**src/rtl/gpb_pkg.sv**
```systemverilog
package gpb_pkg;
  localparam int GPB_WIN_BITS = 4;
  localparam int GPB_PIDX_W   = 2;

  typedef enum logic [2:0] {RK_NONE, RK_OUT, RK_IN, RK_EN, RK_ST} regKind_e;

  typedef struct packed {
    logic                  wr;
    logic                  rd;
    regKind_e              kind;
    logic [GPB_PIDX_W-1:0] port;
  } bankStrobe_t;

  function automatic regKind_e kindOf(input logic [1:0] sub);
    case (sub)
      2'd0:    return RK_OUT;
      2'd1:    return RK_IN;
      2'd2:    return RK_EN;
      default: return RK_ST;
    endcase
  endfunction
endpackage

```
**src/rtl/gpb_ctrl.sv**
```systemverilog
module gpb_ctrl
  import gpb_pkg::*;
#(
  parameter int ADDR_W        = 16,
  parameter int NUM_EVT_PORTS = 2
) (
  input  logic [ADDR_W-1:0] baseAddr,
  input  logic              unitActive,
  input  logic [ADDR_W-1:0] busAddr,
  input  logic              busWr,
  input  logic              busRd,
  output bankStrobe_t       strobe
);
  logic                   hit;
  logic [GPB_WIN_BITS-1:0] ofs;
  regKind_e               kind;
  logic [GPB_PIDX_W-1:0]  port;

  assign hit = unitActive &&
               (busAddr[ADDR_W-1:GPB_WIN_BITS] == baseAddr[ADDR_W-1:GPB_WIN_BITS]);
  assign ofs = busAddr[GPB_WIN_BITS-1:0];

  // Uneven layout: 0..7 two full ports, 8..9 short port 2, 10..13 port 3.
  always_comb begin
    port = '0;
    kind = RK_NONE;
    if (ofs < 4'd8) begin
      port = ofs[3:2];
      kind = kindOf(ofs[1:0]);
    end else if (ofs < 4'd10) begin
      port = 2'd2;
      kind = ofs[0] ? RK_IN : RK_OUT;
    end else if (ofs < 4'd14) begin
      port = 2'd3;
      kind = kindOf(2'(ofs - 4'd10));
    end
    if ((kind == RK_EN || kind == RK_ST) && int'(port) >= NUM_EVT_PORTS)
      kind = RK_NONE;
    if (!hit)
      kind = RK_NONE;
  end

  always_comb begin
    strobe.wr   = busWr && (kind != RK_NONE) && (kind != RK_IN);
    strobe.rd   = busRd;
    strobe.kind = kind;
    strobe.port = port;
  end
endmodule

```
**src/rtl/gpb_datapath.sv**
```systemverilog
module gpb_datapath
  import gpb_pkg::*;
#(
  parameter int PORT_W        = 8,
  parameter int NUM_PORTS     = 4,
  parameter int NUM_EVT_PORTS = 2,
  parameter int SYNC_STAGES   = 2
) (
  input  logic                        clk,
  input  logic                        rstN,
  input  bankStrobe_t                 strobe,
  input  logic [PORT_W-1:0]           wdata,
  input  logic [PORT_W*NUM_PORTS-1:0] pinIn,
  output logic [PORT_W*NUM_PORTS-1:0] pinOut,
  output logic [PORT_W-1:0]           rdata,
  output logic                        irq
);
  localparam int PIN_W = PORT_W * NUM_PORTS;
  localparam int EVT_W = PORT_W * NUM_EVT_PORTS;

  logic [PIN_W-1:0]  syncQ [SYNC_STAGES];
  logic [PIN_W-1:0]  pinLvl;
  logic [EVT_W-1:0]  prevLvl;
  logic [PORT_W-1:0] outView [NUM_PORTS];
  logic [PORT_W-1:0] enView  [NUM_EVT_PORTS];
  logic [PORT_W-1:0] stView  [NUM_EVT_PORTS];
  logic [NUM_EVT_PORTS-1:0] irqVec;
  logic [PORT_W-1:0] rdNext;

  always_ff @(posedge clk or negedge rstN) begin
    if (!rstN) begin
      for (int s = 0; s < SYNC_STAGES; s++) syncQ[s] <= '0;
      prevLvl <= '0;
    end else begin
      syncQ[0] <= pinIn;
      for (int s = 1; s < SYNC_STAGES; s++) syncQ[s] <= syncQ[s-1];
      prevLvl <= pinLvl[EVT_W-1:0];
    end
  end
  assign pinLvl = syncQ[SYNC_STAGES-1];

  for (genvar p = 0; p < NUM_PORTS; p++) begin : gOut
    logic [PORT_W-1:0] q;
    always_ff @(posedge clk or negedge rstN) begin
      if (!rstN)
        q <= '0;
      else if (strobe.wr && strobe.kind == RK_OUT && strobe.port == GPB_PIDX_W'(p))
        q <= wdata;
    end
    assign outView[p] = q;
    assign pinOut[p*PORT_W +: PORT_W] = q;
  end

  for (genvar e = 0; e < NUM_EVT_PORTS; e++) begin : gEvt
    logic [PORT_W-1:0] enQ, stQ, rise, clrMask;
    logic              sel;
    assign sel     = strobe.wr && strobe.port == GPB_PIDX_W'(e);
    assign rise    = pinLvl[e*PORT_W +: PORT_W] & ~prevLvl[e*PORT_W +: PORT_W] & enQ;
    assign clrMask = (sel && strobe.kind == RK_ST) ? wdata : '0;
    always_ff @(posedge clk or negedge rstN) begin
      if (!rstN) begin
        enQ <= '0;
        stQ <= '0;
      end else begin
        if (sel && strobe.kind == RK_EN) enQ <= wdata;
        stQ <= (stQ & ~clrMask) | rise;
      end
    end
    assign enView[e] = enQ;
    assign stView[e] = stQ;
    assign irqVec[e] = |(stQ & enQ);
  end

  assign irq = |irqVec;

  always_comb begin
    rdNext = '0;
    for (int p = 0; p < NUM_PORTS; p++) begin
      if (strobe.port == GPB_PIDX_W'(p)) begin
        if (strobe.kind == RK_OUT) rdNext = outView[p];
        if (strobe.kind == RK_IN)  rdNext = pinLvl[p*PORT_W +: PORT_W];
      end
    end
    for (int e = 0; e < NUM_EVT_PORTS; e++) begin
      if (strobe.port == GPB_PIDX_W'(e)) begin
        if (strobe.kind == RK_EN) rdNext = enView[e];
        if (strobe.kind == RK_ST) rdNext = stView[e];
      end
    end
  end

  always_ff @(posedge clk or negedge rstN) begin
    if (!rstN)
      rdata <= '0;
    else if (strobe.rd)
      rdata <= rdNext;
  end
endmodule

```
**src/rtl/gpio_port_bank.sv**
```systemverilog
module gpio_port_bank
  import gpb_pkg::*;
#(
  parameter int ADDR_W        = 16,
  parameter int PORT_W        = 8,
  parameter int NUM_PORTS     = 4,
  parameter int NUM_EVT_PORTS = 2,
  parameter int SYNC_STAGES   = 2,
  localparam int PIN_W        = PORT_W * NUM_PORTS
) (
  input  logic              clk,
  input  logic              rstN,
  input  logic [ADDR_W-1:0] baseAddr,
  input  logic              unitActive,
  input  logic [ADDR_W-1:0] busAddr,
  input  logic              busWr,
  input  logic              busRd,
  input  logic [PORT_W-1:0] busWdata,
  output logic [PORT_W-1:0] busRdata,
  input  logic [PIN_W-1:0]  pinIn,
  output logic [PIN_W-1:0]  pinOut,
  output logic              evtIrq
);
  bankStrobe_t strobe;

  gpb_ctrl #(.ADDR_W(ADDR_W), .NUM_EVT_PORTS(NUM_EVT_PORTS)) u_ctrl (
    .baseAddr(baseAddr), .unitActive(unitActive), .busAddr(busAddr),
    .busWr(busWr), .busRd(busRd), .strobe(strobe)
  );

  gpb_datapath #(
    .PORT_W(PORT_W), .NUM_PORTS(NUM_PORTS),
    .NUM_EVT_PORTS(NUM_EVT_PORTS), .SYNC_STAGES(SYNC_STAGES)
  ) u_dp (
    .clk(clk), .rstN(rstN), .strobe(strobe), .wdata(busWdata),
    .pinIn(pinIn), .pinOut(pinOut), .rdata(busRdata), .irq(evtIrq)
  );
endmodule

```
**config.mk**
```make
export PLATFORM = sky130hd
export DESIGN_NAME = gpio_port_bank
export DESIGN_NICKNAME = d
export VERILOG_FILES = /design/src/rtl/gpb_pkg.sv /design/src/rtl/gpb_ctrl.sv /design/src/rtl/gpb_datapath.sv /design/src/rtl/gpio_port_bank.sv
export SDC_FILE = /design/constraint.sdc
export NUM_CORES = 1
export LEC_CHECK = 0
export BUFFER_PORTS_ARGS = -buffer_cell sky130_fd_sc_hd__clkbuf_2
export CAP_MARGIN = 0
export CORE_MARGIN = 4
export CORE_UTILIZATION = 45
export DETAILED_ROUTE_END_ITERATION = 6
export PLACE_DENSITY = 0.67
export SYNTH_ARGS = -nofsm -noshare
export SYNTH_HDL_FRONTEND = slang
export SYNTH_SLANG_ARGS = --single-unit
```
**constraint.sdc**
```tcl
create_clock -name clk -period 1.28 [get_ports clk]
set_input_delay 0.128 -clock clk [delete_from_list [all_inputs] [get_ports clk]]
set_output_delay 0.128 -clock clk [all_outputs]
set_load 0.01 [all_outputs]
```
After elaboration in Yosys (flattened, before gate mapping) --
Cells that the tools add are included.
Word-level totals: flip-flop bits (word level) 152, bits in latches 0, RAM bits 0, ROM bits 0, input bits 77, output and inout port bits 41, word-level logic and storage cells 98, memories kept 0
Cells by class: add/sub/neg operators 1, multipliers 0, divide/modulo/power cells 0, $lt $le $gt $ge 4, equality and inequality tests 15, shift operators 0, muxes and demuxes 31, bitwise logic cells 14, reductions and logical operators 21
Operators with widths (number):
- 2-to-1 mux 8 bit | 20
- bitwise AND 8 bit | 8
- NOT 8 bit | 4
- case mux 3 bit (3 select lines) | 2
- bitwise OR 8 bit | 2
- OR reduction 16 bit | 1
- logical AND 1 bit | 15
- 2-to-1 mux 3 bit | 5
- == test 12 bit | 1
- < comparator 4 bit, second input constant | 3
- == test 3 x 2 -> 1 bit, second input constant | 3
- == test 2 bit, second input constant | 4
- 2-to-1 mux 2 bit | 4
- == test 2 x 1 -> 1 bit, second input constant | 3
- == test 3 bit, second input constant | 2
- logical NOT 2 bit | 3
- == test 3 x 1 -> 1 bit, second input constant | 1
- inequality test 3 x 2 -> 1 bit, second input constant | 1
- nonzero test 3 bit | 1
- greater-or-equal comparator 2 bit, second input constant | 1
- subtractor 2 bit, second input constant | 1
- logical OR 1 bit | 1

Depth between registers and ports, before layout --
Gate-level depths: netlist of run 1.
depth in word-level cells 30, gate-level depth with buffers 13, gate-level depth less buffers 10

By module --
From an unflattened synthesis of run 1, not the netlist that was laid out.
Second synthesis, totals: cells, all modules 515, area, all modules 6301.0 um2
By module, submodules not included:
- gpb_datapath | times used 1, cells an instance 457, area an instance 5883.1 um2, seq. area each 3803.6 um2
- gpb_ctrl | times used 1, cells an instance 58, area an instance 417.9 um2, seq. area each 0.0 um2

Worst setup path before layout of run 1 --
OpenSTA, ideal clock, no wires.
path kind input to register, start in busAddr[1], end reg u_dp.rdata[3], library setup time 0.126 ns, arrival time 2.308 ns, required time 1.154 ns, slack -1.154 ns, stages 11, buffers on the path 1, path through buf_2 inv_1 ha_1 nor2b_1 a31oi_1 o21a_1 nand2_1 or3_1 o221ai_1 a211oi_1 o32a_1
Between the ends: cells in the longest elaborated chain, start to end 30, elaborated cells between the ends (all ways) 51, those cells by class add/sub (1); order compare (4); eq/ne (13); mux (28); reduce/logical (5)
Ends and longest elaborated chain:
- start: declaration | RTL line gpio_port_bank.sv:15 | input logic [ADDR_W-1:0] busAddr,
- subtractor 2 bit | RTL line gpb_ctrl.sv:35 | kind = kindOf(2'(ofs - 4'd10));
- == test 2 bit (tied with other cells) | RTL line gpb_pkg.sv:15 | case (sub)
- case mux 3 bit (3 select lines) | RTL line gpb_pkg.sv:15
- 2-to-1 mux 3 bit | RTL line gpb_ctrl.sv:33 | end else if (ofs < 4'd14) begin
- 2-to-1 mux 3 bit | RTL line gpb_ctrl.sv:30 | end else if (ofs < 4'd10) begin
- 2-to-1 mux 3 bit | RTL line gpb_ctrl.sv:27 | if (ofs < 4'd8) begin
- == test 3 x 2 -> 1 bit or == test 3 bit (tied branches) | RTL line gpb_ctrl.sv:37 | if ((kind == RK_EN || kind == RK_ST) && int'(port) >= NUM_EVT_PORTS)
- logical OR 1 bit | RTL line gpb_ctrl.sv:37
- (+14 left out)
- 2-to-1 mux 8 bit | RTL line gpb_datapath.sv:81 | if (strobe.kind == RK_IN) rdNext = pinLvl[p*PORT_W +: PORT_W];
- 2-to-1 mux 8 bit | RTL line gpb_datapath.sv:79 | if (strobe.port == GPB_PIDX_W'(p)) begin
- 2-to-1 mux 8 bit | RTL line gpb_datapath.sv:86 | if (strobe.kind == RK_EN) rdNext = enView[e];
- 2-to-1 mux 8 bit | RTL line gpb_datapath.sv:87 | if (strobe.kind == RK_ST) rdNext = stView[e];
- 2-to-1 mux 8 bit | RTL line gpb_datapath.sv:85 | if (strobe.port == GPB_PIDX_W'(e)) begin
- 2-to-1 mux 8 bit | RTL line gpb_datapath.sv:86
- 2-to-1 mux 8 bit | RTL line gpb_datapath.sv:87
- 2-to-1 mux 8 bit (*) | RTL line gpb_datapath.sv:85
- end signal: assignment | RTL line gpb_datapath.sv:96 | rdata <= rdNext;
- end: declaration | RTL line gpb_datapath.sv:15 | output logic [PORT_W-1:0] rdata,
Every way passes the cells marked *; elsewhere a longest branch is shown, timed or not. A chain may end at the register's enable or synchronous reset.

Final worst setup path of run 1 --
start in busAddr[13], end reg u_dp.gEvt[0].enQ[4]
Between the ends: cells in the longest elaborated chain, start to end 8, elaborated cells between the ends (all ways) 10, those cells by class eq/ne (3); mux (1); reduce/logical (6)
Ends and longest elaborated chain:
- == test 12 bit (*) | RTL line gpb_ctrl.sv:20 | (busAddr[ADDR_W-1:GPB_WIN_BITS] == baseAddr[ADDR_W-1:GPB_WIN_BITS]);
- logical AND 1 bit (*) | RTL line gpb_ctrl.sv:19 | assign hit = unitActive &&
- 2-to-1 mux 3 bit (*) | RTL line gpb_ctrl.sv:39 | if (!hit)
- nonzero test 3 bit | RTL line gpb_ctrl.sv:44 | strobe.wr = busWr && (kind != RK_NONE) && (kind != RK_IN);
- logical AND 1 bit (2 in series) | RTL line gpb_ctrl.sv:44
- logical AND 1 bit | RTL line gpb_datapath.sv:57 | assign sel = strobe.wr && strobe.port == GPB_PIDX_W'(e);
- logical AND 1 bit (*) | RTL line gpb_datapath.sv:65 | if (sel && strobe.kind == RK_EN) enQ <= wdata;
- end signal: assignment | RTL line gpb_datapath.sv:65
- end: declaration | RTL line gpb_datapath.sv:55 | logic [PORT_W-1:0] enQ, stQ, rise, clrMask;
Marks and branches as above.

==> results of run 1 <==
[final timing paths]
path                       slack (ns)  depth (start not counted)                               to
min in group asynchronous        0.13                          2    u_dp.gEvt[1].stQ[3]$_DFF_PN0_
setup / recovery                -0.71                          8  u_dp.gEvt[0].enQ[4]$_DFFE_PN0P_
max in group asynchronous        0.60                          3         u_dp.syncQ[48]$_DFF_PN0_
setup reg to reg                -0.17                          5        u_dp.rdata[4]$_DFFE_PN0P_
hold / removal                   0.11                          3    u_dp.gEvt[1].stQ[0]$_DFF_PN0_
hold reg to reg                  0.34                          0        u_dp.pinLvl[13]$_DFF_PN0_
[state kept, by name, summed over array words and instances, names as in the netlist]
register,count
u_dp.gEvt.stQ,16
u_dp.prevLvl,16
u_dp.rdata,8
u_dp.syncQ,32
u_dp.gEvt.enQ,16
u_dp.pinLvl,32
u_dp.gOut.q,32
[final cells by class]
cell class	instances	area, um^2	share of cell area
sequential	152	3800	0.373
multi-input combinational	330	3150	0.309
timing repair buffer	296	2320	0.227
clock buffer	19	453	0.0444
tap	176	220	0.0216
clock inverter	13	216	0.0212
inverter	4	35.0	0.00344
[cells by family after synthesis]
logic type / after synthesis / synth area share
adders and majority gates: 4 / 0.00797
xor gates and xnor gates: 12 / 0.0167
and+or+nand+nor: 135 / 0.116
DFF: 152 / 0.606
AOI/OAI and AO/OA: 131 / 0.150
buffers and inverters: 24 / 0.0173
muxes: 48 / 0.0861
[metal layers]
layer  GRT usage  part of all wire
met3      0.0694             0.076
met5           0                 0
met2       0.426              0.49
met4      0.0921             0.029
met1       0.339              0.41
[cell usage after synthesis (2+ instances only)]
cell type / n / area, um^2
a211oi_1: 3 / 22.5
a21boi_0: 2 / 15.0
a21o_1: 3 / 22.5
a21oi_1: 15 / 75.1
a221o_1: 2 / 20.0
a221oi_1: 5 / 43.8
a22o_1: 5 / 43.8
a22oi_1: 26 / 195
a31oi_1: 3 / 18.8
and2_1: 3 / 18.8
and4_1: 2 / 17.5
buf_2: 6 / 30.0
clkbuf_1: 12 / 45.0
dfrtp_1: 152 / 3800
ha_1: 4 / 50.1
inv_1: 4 / 15.0
mux2_2: 48 / 541
nand2_1: 48 / 180
nand2b_1: 5 / 31.3
nand3_1: 24 / 120
nand4_1: 7 / 43.8
nor2_1: 20 / 75.1
nor2_8: 2 / 40.0
nor2b_1: 2 / 12.5
nor3_1: 4 / 20.0
o21ai_0: 18 / 90.1
o21ai_1: 2 / 10.0
o221ai_1: 3 / 26.3
o22ai_1: 12 / 75.1
o2bb2ai_1: 19 / 166
o31ai_1: 3 / 22.5
o32a_1: 4 / 40.0
or3_1: 3 / 18.8
or4_1: 3 / 22.5
xnor2_1: 12 / 105
[layout by cell type (no fill, tap or decap), types with 4 or more instances in the layout]
cell type,n
a21oi_1,11
a21oi_2,4
a22o_1,5
a22oi_1,23
buf_12,10
buf_4,123
buf_6,21
bufinv_16,5
clkbuf_16,19
clkbuf_2,101
dfrtp_1,152
dlygate4sd3_1,33
ha_4,4
mux2_2,25
mux2_4,23
nand2_1,28
nand2_2,10
nand2_4,10
nand3_1,22
nand4_1,7
nor2_1,12
nor2_4,7
o21ai_0,10
o21ai_1,9
o22ai_1,10
o2bb2ai_2,14
o2bb2ai_4,4
o32a_1,4
or3_4,4
xnor2_2,7
[power by group]
| group | internal (mW) | switching, mW |
|---|---|---|
| Clock | 3.59 | 2.04 |
| Sequential | 4.95 | 0.0890 |
| Combinational | 0.704 | 0.730 |
[what timing repair did]
action / in CTS / in global routing
endpoints found under the hold margin: 184 / 0
setup buffers: 16 / 3
hold buffers: 33 / 0
endpoints found under the setup margin: 73 / 74
gates resized for setup: 114 / 56
gates cloned: 1 / 0
pin swaps: 48 / 35
[stage by stage]
step                      area [um^2]  setup WS (ns)
final                           10200         -0.706
after global routing            10200         -0.712
after CTS                        9910         -0.666
after detailed placement         8250          -1.21
after global placement           8250          -1.12
after floorplan                  6500         -0.963
[tightest hold or removal path, cell delays in order]
cell and delay [ns]:
clkbuf_2 0.19, nand2_4 0.10, o2bb2ai_2 0.09
==> results.yml, run 1 <==
layout:
  diodes: 0
  final_nets: 882
  fill_cells: 872
  finalNonFillerCells: 990
  fin_util: 0.758
  area_growth_pct: 62.4
  drive_gt1_frac: 0.557
power_and_ir_drop:
  total_power_mw: 12.1
  max-vdd-ir-drop_mv: 1.46
  power_density_nw_per_um2: 1190
  p_leak_nw: 4.70
detailed_routing:
  routedWlPerCell_um: 20.7
  dr.pass1.iters: 5
  viasPerCell: 5.68
  drc: 0
  drt_iter0_drc: 470
  vias: 5627
  routed_wl_um: 20500
  ant_nets: 0
global_routing:
  globalRouteOverflowTotal: 0
  first_global_vias: 5996
  grt_max_degree: 54
  grt_pass1_wl_um: 32200
  grt_use_total: 0.261
  antenna_found_initial: 0
setup_path:
  worstPathCellList: "buf_6 -> xnor2_2 -> and4_1 -> nand4_1 -> or4_4 -> or3_4 -> nor2_8 -> mux2_4"
  slowest_delay_ns: 0.55
  critPathLaunch: "busAddr[13]"
  cp-start-kind: "input port"
  crit_path_end_kind: "register"
  crit_buf_inv: 1
  required_ns: 1.59
  critPathSlowestCell: "or4_4"
  regToRegStartpoint: "u_dp.pinLvl[12]$_DFF_PN0_"
  cp_max_fo: 8
  crit_family: "simple AND/OR/NAND/NOR gates"
  crit_arrival_ns: 2.30
  setup.worst_path.class: "in2reg"
sta:
  fin_ws_ns: -0.706
  worst_pin_slew_ns: 0.327
  rsz0062_at_grt: "true"
  hold_viol_final: 0
  relSlewSlack: 0.782
  layout_min_cycle_time_ns: 1.99
  fmax_mhz: 504
  finalSetupViolCount: 73
  finClkSkew_ns: 0.00908
  maxSlewViolCount: 0
  period_share: 1.55
  worst_hold_slack_ns: 0.110
  fin_tns_setup_ns: -40.58
placement:
  placedCellCount: 907
  port-buffer-count: 113
  hpwl_um: 13900
  gp_congestion: 0.909
clock_tree:
  insertion_delay_ns: 0.44
  cts_tree: "built"
  numCtsBuffers: 17
  cts_root_buf: "clkbuf_16"
  htreeDepth: 4
  cts.clk_slew.worst_paths_ns: 0.06
  clock-sinks: 152
  clk_path_buf_depth: 2
hold_path:
  hold_path_startpoint: "busWdata[0]"
  hp-class: "in2reg"
die:
  die_w_um: 126
  die_h_um: 126
  num_rows: 42
  pin_count: 118
  start_util: 0.467
  coreArea_um2: 13500
  dieArea_um2: 15900
yosys:
  ys_types: 55
  synth-seq-cells: 152
  synth_cells: 506
  ys.flop_type: "dfrtp_1"
  synth_edf_count: 0
  seq_area_frac_synth: 0.606
  syn_nets: 587
  synth_area_um2: 6280
  async_flop_share: 1.00
  syn_area_per_cell_um2: 12.4
  synth_warnings: 0
run_status:
  status: "finished with violations"
  violations: "setup timing"
run:
  cap_violations: 0
Note: power is estimated with default switching activity, not from simulation.
==> run 2: changes to the inputs <==
Settings changed: CELL_PAD_IN_SITES_DETAIL_PLACEMENT from default to 1, CELL_PAD_IN_SITES_GLOBAL_PLACEMENT from default to 1, CORE_UTILIZATION 45 to 44, PLACE_DENSITY 0.67 to default, PLACE_DENSITY_LB_ADDON from default to 0.1.
==> run 2 against run 1 <==
The run ends with DRC, setup timing left. Routed wire length up 68%. Non-clock buffer count increased by 7. Clock skew up 0.0026 ns. Cell area up 3.1%. Global-route usage is 7.3 points higher. First-iteration DRC count rose by 79%. Final cell count increased by 1.1%. Core utilization down 0.37 points. Sequential cell count is the same. Sequential share of layout area fell by 1.1 points. Largest power group unchanged.
==> results.yml, run 2 (same netlist as run 1, synthesis figures left out) <==
global_routing:
  grt_max_degree: 40
  grt_use_met1: 0.407
  grt_use_total: 0.335
  globalRouteOverflowTotal: 0
  grt_pass1_wl_um: 40600
  antenna_found_initial: 0
  first_global_vias: 6723
  grt_use_met3: 0.0719
  use_met2: 0.571
  grt.busiest_layer: "met2"
placement:
  port-buffer-count: 113
  dpl_cell_area_um2: 8300
  hpwl_um: 16400
  placedCellCount: 916
  gp_congestion: 0.943
run:
  cap_violations: 0
clock_tree:
  htreeDepth: 4
  cts.clk_slew.worst_paths_ns: 0.07
  numCtsBuffers: 17
  cts_root_buf: "clkbuf_16"
  clock-sinks: 152
  clk_path_buf_depth: 2
  cts_tree: "built"
  insertion_delay_ns: 0.45
sta:
  maxSlewViolCount: 0
  relSlewSlack: 0.565
  rsz0062_at_grt: "true"
  fin_ws_ns: -0.953
  finalSetupViolCount: 79
  layout_min_cycle_time_ns: 2.23
  hold_viol_final: 0
  finClkSkew_ns: 0.0116
  fmax_mhz: 448
  period_share: 1.74
  worst_pin_slew_ns: 0.636
die:
  coreArea_um2: 13900
  die_w_um: 127
  start_util: 0.450
  pin_count: 118
  num_rows: 43
  dieArea_um2: 16200
  die_h_um: 127
detailed_routing:
  ant_nets: 0
  routed_wl_um: 34500
  dr.pass1.iters: 7
  routedWlPerCell_um: 34.5
  drc: 5
  drt_iter0_drc: 843
  vias: 6605
  viasPerCell: 6.60
setup_path:
  crit_arrival_ns: 2.60
  critPathSlowestCell: "or4_4"
  cp-start-kind: "input port"
  crit_buf_inv: 1
  cp_max_fo: 5
  setup.worst_path.class: "in2reg"
  crit_family: "simple AND/OR/NAND/NOR gates"
  slowest_delay_ns: 0.68
  required_ns: 1.65
  worstPathCellList: "buf_4 -> xnor2_4 -> nand4_1 -> or4_4 -> or2_1 -> a2111oi_0 -> o22ai_1 -> a21oi_1"
  crit_path_end_kind: "register"
power_and_ir_drop:
  p_leak_nw: 4.80
  max-vdd-ir-drop_mv: 1.40
  power_density_nw_per_um2: 1180
layout:
  finish.instance_area_um2: 10500
  diodes: 0
  area_growth_pct: 67.4
  drive_gt1_frac: 0.577
  mostFrequentLayoutCell: "dfrtp_1"
  finalNonFillerCells: 1001
  final_nets: 889
  layout_common_cells: "dfrtp_1, buf_4, clkbuf_2"
hold_path:
  hp-class: "in2reg"
run_status:
  violations: "DRC, setup timing"
  status: "finished with violations"
==> run 2: cell count changes in the layout (fill, tap and decap cells not counted), sizes merged <==
cell	delta
inv	+2
buf	+18
clkinv	-2
clkinvlp	+3
bufinv	-2
clkbuf	-12
==> run 2: metrics by stage <==
| step | power (mW) | TNS, ns | utilization | worst slack (ns) | hold WS, ns |
|---|---|---|---|---|---|
| after floorplan | 5.53 | -56.69 | - | -0.963 | -0.168 |
| after global placement | 6.19 | -74.74 | 0.596 | -1.16 | 0.0666 |
| after detailed placement | 6.24 | -79.39 | 0.596 | -1.24 | 0.0742 |
| after CTS | 11.8 | -43.89 | 0.708 | -0.758 | 0.101 |
| after global routing | 12.6 | -53.40 | 0.754 | -0.999 | 0.130 |
| final | 12.4 | -52.62 | 0.754 | -0.953 | 0.125 |
==> run 2: path summary, 6_finish.rpt <==
path	from	end	slack (ns)	cells after the start
min in group asynchronous	rstN	u_dp.prevLvl[15]$_DFF_PN0_	0.20	2
max in group asynchronous	rstN	u_dp.pinLvl[3]$_DFF_PN0_	0.46	3
setup / recovery	busAddr[10]	u_dp.rdata[0]$_DFFE_PN0P_	-0.95	8
hold / removal	busWdata[1]	u_dp.gEvt[1].stQ[1]$_DFF_PN0_	0.12	3
hold reg to reg	u_dp.syncQ[37]$_DFF_PN0_	u_dp.pinLvl[5]$_DFF_PN0_	0.35	0
setup reg to reg	u_dp.pinLvl[11]$_DFF_PN0_	u_dp.rdata[3]$_DFFE_PN0P_	-0.37	5
==> run 2: tightest hold or removal path, stage by stage <==
cell and delay, ns:
clkbuf_2 0.21, nand2_4 0.10, o2bb2ai_2 0.09
==> run 2: power by group <==
part,total [mW],leakage (nW),switching (mW),internal [mW]
Clock,5.56,0.289,2.39,3.17
Sequential,5.07,1.84,0.115,4.95
Combinational,1.73,2.67,0.968,0.763
==> run 2: metal layers <==
| layer | part of all wire | vias up |
|---|---|---|
| met4 | 0.068 | 0 |
| met1 | 0.36 | 3367 |
| met5 | 0 | - |
| li1 | - | 2487 |
| met3 | 0.082 | 198 |
| met2 | 0.49 | 553 |
==> run 2: area by class of cell <==
cell class,instances,area (um^2)
flip-flops and latches,152,3800
repair buffers,303,2440
inverters,4,32.5
multi-input cells,330,3380
clock buffers,18,439
clock inverters,14,188
well taps,180,225
fillers,1246,3430
==> run 2: what timing repair did <==
item | CTS | global route
hold endpoints to repair | 164 | 0
hold buffers | 33 | 0
pin swaps | 48 | 54
gates resized for setup | 117 | 137
endpoints found under the setup margin | 73 | 74
buffers inserted | 15 | 7
